`config.mk`:
```
export PLATFORM = sky130hd
export DESIGN_NAME = smc_write_timer
export DESIGN_NICKNAME = d
export VERILOG_FILES = /design/src/rtl/smc_write_timer.sv
export SDC_FILE = /design/constraint.sdc
export NUM_CORES = 1
export LEC_CHECK = 0
export ABC_AREA = 1
export BUFFER_PORTS_ARGS = -buffer_cell sky130_fd_sc_hd__buf_4
export CAP_MARGIN = 20
export CORE_ASPECT_RATIO = 1.4
export CORE_UTILIZATION = 51
export CTS_BUF_LIST = sky130_fd_sc_hd__clkbuf_4 sky130_fd_sc_hd__clkbuf_8 sky130_fd_sc_hd__clkbuf_16
export DETAILED_ROUTE_END_ITERATION = 6
export PLACE_DENSITY = 0.82
export SETUP_SLACK_MARGIN = 0.5
export SLEW_MARGIN = 40
export SYNTH_ARGS = -nofsm -noshare
export SYNTH_HDL_FRONTEND = slang
export SYNTH_SLANG_ARGS = --single-unit
```
`constraint.sdc`:
```
create_clock -name clk -period 8 [get_ports clk]
set_input_delay 1.2 -clock clk [delete_from_list [all_inputs] [get_ports clk]]
set_output_delay 1.2 -clock clk [all_outputs]
set_load 0.1 [all_outputs]
```
`src/rtl/smc_write_timer.sv`:
```
module smc_write_timer #(
  parameter int NCS = 4,
  parameter int AW  = 24,
  parameter int DW  = 32,
  parameter int TW  = 6
) (
  input  logic                  clk,
  input  logic                  rst_n,
  input  logic [NCS*TW-1:0]     cfg_we_setup,
  input  logic [NCS*TW-1:0]     cfg_we_pulse,
  input  logic [NCS*TW-1:0]     cfg_cs_setup,
  input  logic [NCS*TW-1:0]     cfg_cs_pulse,
  input  logic [NCS*TW-1:0]     cfg_cycle,
  input  logic                  req_valid,
  output logic                  req_ready,
  input  logic [((NCS>1)?$clog2(NCS):1)-1:0] req_cs,
  input  logic [AW-1:0]         req_addr,
  input  logic [DW-1:0]         req_data,
  input  logic [DW/8-1:0]       req_be,
  output logic                  wr_ack,
  output logic                  cfg_err,
  output logic [AW-1:0]         mem_addr,
  output logic [DW-1:0]         mem_data,
  output logic [DW/8-1:0]       mem_be_n,
  output logic                  mem_we_n,
  output logic [NCS-1:0]        mem_cs_n
);
  localparam int CSW = (NCS > 1) ? $clog2(NCS) : 1;
  localparam int BEW = DW / 8;

  typedef enum logic [1:0] {ST_IDLE, ST_GAP, ST_RUN} st_t;

  function automatic logic fits(input logic [TW-1:0] cyc, input logic [TW-1:0] s, input logic [TW-1:0] p);
    return {1'b0, cyc} >= ({1'b0, s} + {1'b0, p});
  endfunction

  function automatic logic in_win(input logic [TW-1:0] c, input logic [TW-1:0] s, input logic [TW-1:0] p);
    return (c >= s) && ({1'b0, c} < ({1'b0, s} + {1'b0, p}));
  endfunction

  st_t            st, n_st;
  logic [TW-1:0]  cnt, n_cnt;
  logic [CSW-1:0] cur_cs, n_cs;
  logic [TW-1:0]  t_ws, t_wp, t_css, t_cp, t_cyc;
  logic [TW-1:0]  n_ws, n_wp, n_css, n_cp, n_cyc;
  logic [TW-1:0]  s_ws, s_wp, s_css, s_cp, s_cyc;
  logic           last, take, legal, good, we_on, cs_on;

  assign s_ws  = cfg_we_setup[req_cs*TW +: TW];
  assign s_wp  = cfg_we_pulse[req_cs*TW +: TW];
  assign s_css = cfg_cs_setup[req_cs*TW +: TW];
  assign s_cp  = cfg_cs_pulse[req_cs*TW +: TW];
  assign s_cyc = cfg_cycle[req_cs*TW +: TW];

  assign last      = (st == ST_RUN) && (cnt == t_cyc - TW'(1));
  assign req_ready = (st == ST_IDLE) || last;
  assign wr_ack    = last;
  assign take      = req_valid && req_ready;
  assign legal     = (s_wp != '0) && (s_cp != '0) && fits(s_cyc, s_ws, s_wp) && fits(s_cyc, s_css, s_cp);
  assign good      = take && legal;

  always_comb begin
    n_st  = st;
    n_cnt = cnt;
    n_cs  = cur_cs;
    n_ws  = t_ws;
    n_wp  = t_wp;
    n_css = t_css;
    n_cp  = t_cp;
    n_cyc = t_cyc;
    if (good) begin
      n_ws  = s_ws;
      n_wp  = s_wp;
      n_css = s_css;
      n_cp  = s_cp;
      n_cyc = s_cyc;
      n_cs  = req_cs;
      n_cnt = '0;
      n_st  = (last && (req_cs != cur_cs)) ? ST_GAP : ST_RUN;
    end else if (st == ST_GAP) begin
      n_st  = ST_RUN;
      n_cnt = '0;
    end else if (last) begin
      n_st  = ST_IDLE;
    end else if (st == ST_RUN) begin
      n_cnt = cnt + TW'(1);
    end
  end

  assign we_on = (n_st == ST_RUN) && in_win(n_cnt, n_ws, n_wp);
  assign cs_on = (n_st == ST_RUN) && in_win(n_cnt, n_css, n_cp);

  always_ff @(posedge clk) begin
    if (!rst_n) begin
      st       <= ST_IDLE;
      cnt      <= '0;
      cur_cs   <= '0;
      t_ws     <= '0;
      t_wp     <= '0;
      t_css    <= '0;
      t_cp     <= '0;
      t_cyc    <= '0;
      mem_addr <= '0;
      mem_data <= '0;
      mem_be_n <= '1;
      mem_we_n <= 1'b1;
      mem_cs_n <= '1;
      cfg_err  <= 1'b0;
    end else begin
      st       <= n_st;
      cnt      <= n_cnt;
      cur_cs   <= n_cs;
      t_ws     <= n_ws;
      t_wp     <= n_wp;
      t_css    <= n_css;
      t_cp     <= n_cp;
      t_cyc    <= n_cyc;
      mem_we_n <= ~we_on;
      mem_cs_n <= ~(NCS'(cs_on) << n_cs);
      cfg_err  <= take && !legal;
      if (good) begin
        mem_addr <= req_addr;
        mem_data <= req_data;
        mem_be_n <= ~req_be;
      end
    end
  end

  logic [BEW-1:0] unused_be_width;
  assign unused_be_width = req_be;
endmodule

```
==> metrics.txt <==
biggest area consumer among synthesized cells=dfxtp_1; root buffer cell=clkbuf_16; final RePlAce weighted congestion=0.958; share of the synthesized area in the top cell type=30.9%; status=finished, final reports clean; fmax=145 MHz; number of global-route vias before repair=6950; global-route wire length before repair=31400 um; Die H=139 um; crit path launch type=input port; Power Density=217 nW/um2; drt wl/cell=13.9 um; Seq/Total Area, Yosys=30.9%; cell at the slowest stage of the critical path=buf_4; RSZ-0062 raised after global routing=false; min-delay src=mem_be_n[1]; worst hold stages=2; largest net degree at the start of global routing=92; worst r2r src=t_cyc[0]; Die ar.=13900 um2; Die X=100 um; FF+latch count, synth=106; total gr overflow=0; total negative slack=0 ps; most common cell type on the critical path=nand2_1; hold-critical path endpoint=mem_be_n[1]; Worst Hold Class=flip-flop to flip-flop; Port Buf Inserts=252; worst path required time=8210 ps; Synth Instances=1025; CTS Hold Bufs=0; commonest cells in the netlist=nor2_1, nand2_1, o21ai_0, dfxtp_1, inv_1; worst r2r path cells=25; WL final=19800 um; reg-to-reg slack, setup=3460 ps; fraction of layout cells with a size suffix above 1=25.0%; Initial Util=52.8%; Final period util=86.0%; CP Capture Type=flip-flop; Clock Path Buffers=2; CTS Sinks=106; Final Hold Vio Count=0; initial antenna violation count=0; Clock Latency Late Sink=350 ps; met2 wire length=10000 um; metal3 WL=1350 um; Synth Net Count=1271; clk slew on worst S/H paths=70 ps; Initial DRC Count=276; Routed Antenna Nets=0; area of the mapped netlist=6860 um2; CORE AREA=13000 um2; worst-case clock skew=10.0 ps; top cells by area, synth=dfxtp_1, nor2_1, ha_1; final setup violation count=0; number of cell rows=49; nets@finish=1486; post-CTS setup buffers=0; Max VDD drop=104 uV; ys async rst share=0%; Inserted Clock Buffers=9; metal1 wirelength=7460 um; Synth warnings=0; Max-slew headroom=47.7%; H-tree lvl count=3; kind of critical path=input port to flip-flop; Layout area overhead=31.8%; ys flop type=dfxtp_1; TritonRoute pass-1 iters=6; Post-Syn Area per Cell=6.70 um2; Vias=7407; I/O Pins=253; ANT cells=0; CTS tree=yes; Period minus WS final=6880 ps; HPWL after detailed placement=15300 um; RR Endpoint=mem_cs_n[2]; Final Max Tran Viols=0; Cell variety after synth=48; final hold slack=484 ps; worst-path fanout max=91; critical path arrival=7090 ps; count leader, synth=nor2_1; Max Cap Violations=0; Total Routing Usage GR=28.3%; Worst-Margin Slew=784 ps; CP max stage delay=690 ps; vias per cell=5.21; DR DRC count=0; highest routed layer=met4; Resized cells post-CTS=0; Leakage=4.53 nW; Post-synth EDFFs=0
==> worst max-delay path, delay by kind of cell <==
| family | cells | cell delay, ps |
|---|---|---|
| buffers and inverters | 5 | 1600 |
| AO/OA/AOI/OAI | 7 | 1470 |
| adder cells (fa/ha/maj) | 4 | 1370 |
| AND/OR/NAND/NOR | 12 | 1020 |
| XOR/XNOR | 2 | 400 |
==> power by group <==
part	total [W]	switching, W	internal (W)	leakage [nW]
clock	0.000466	0.000214	0.000252	0.156
sequential	0.000602	0.0000251	0.000577	0.857
combinational	0.000898	0.000604	0.000294	3.51
==> kinds of logic after synthesis <==
kind of cell | after synthesis | synth area share (%)
simple gates | 487 | 29.4
compound gates | 196 | 15.8
buf+inv | 153 | 9.61
flops | 106 | 30.9
fa+ha+maj | 61 | 11.4
xor+xnor | 21 | 2.68
mux | 1 | 0.146
==> registers in the layout, summed over array words and instances, names as in the netlist <==
name and cells:
cnt 6, t_cp 6, st 2, cfg_err 1, t_cyc 6, t_ws 6
mem_we_n 1, mem_be_n 4, mem_data 32, t_css 6, t_wp 6, mem_addr 24
cur_cs 2, mem_cs_n 4
==> stage by stage <==
stage	setup WS (ps)	std cells	utilization [%]	total power, W	instance area (um2)
2_1_floorplan	1560	1025	-	0.00129	6860
3_3_place_gp	1030	1407	67.2	0.00149	8730
3_5_place_dp	875	1407	67.2	0.00151	8730
4_1_cts	1170	1423	69.6	0.00197	9050
5_1_grt	616	1423	69.6	0.00208	9050
6_report	1120	1423	69.6	0.00197	9050
==> final cells by class <==
| type | count | area [um2] |
|---|---|---|
| clock buffers | 9 | 225 |
| clock inverters | 7 | 90.1 |
| fillers | 1140 | 3950 |
| inverters | 102 | 390 |
| multi-input cells | 766 | 4080 |
| flip-flops and latches | 106 | 2120 |
| well taps | 178 | 223 |
| repair buffers | 255 | 1910 |
==> cells in the final DEF, fill, tap and decap left out, drive strengths merged <==
cell / netlist / routed
buf: 21 / 255
nor2: 205 / 205
nand2: 200 / 200
o21ai: 126 / 126
dfxtp: 106 / 106
inv: 102 / 106
nand3: 61 / 61
ha: 58 / 58
a21oi: 39 / 39
xor2: 16 / 16
o22ai: 16 / 16
clkbuf: 30 / 9
or2: 8 / 8
xnor2: 5 / 5
o21a: 5 / 5
nand4: 4 / 4
nor3: 4 / 4
fa: 3 / 3
and2: 2 / 2
nand3b: 2 / 2
o21bai: 2 / 2
a211oi: 2 / 2
clkinv: 0 / 2
a21boi: 2 / 2
a32o: 1 / 1
mux2i: 1 / 1
nor4: 1 / 1
a21o: 1 / 1
o211ai: 1 / 1
a32oi: 1 / 1
bufinv: 0 / 1
==> worst max path at each step <==
stage              start          end  slack (ps)  depth (start not counted)
2_1_floorplan  req_cs[0]  mem_cs_n[1]        1560                         40
3_3_place_gp   req_cs[0]  mem_cs_n[1]        1030                         30
3_5_place_dp   req_cs[0]  mem_cs_n[1]         870                         30
4_1_cts        req_cs[0]  mem_cs_n[1]        1170                         30
5_1_grt        req_cs[0]  mem_cs_n[2]         620                         32
6_report       req_cs[0]  mem_cs_n[2]        1120                         30
==> per-layer routing <==
layer / global-route usage [%] / vias to the layer above
met5: 0 / -
met4: 14.7 / 0
met3: 6.23 / 72
met2: 51.5 / 314
met1: 30.2 / 3288
li1: - / 3733
(Power assumes the default switching activity.)
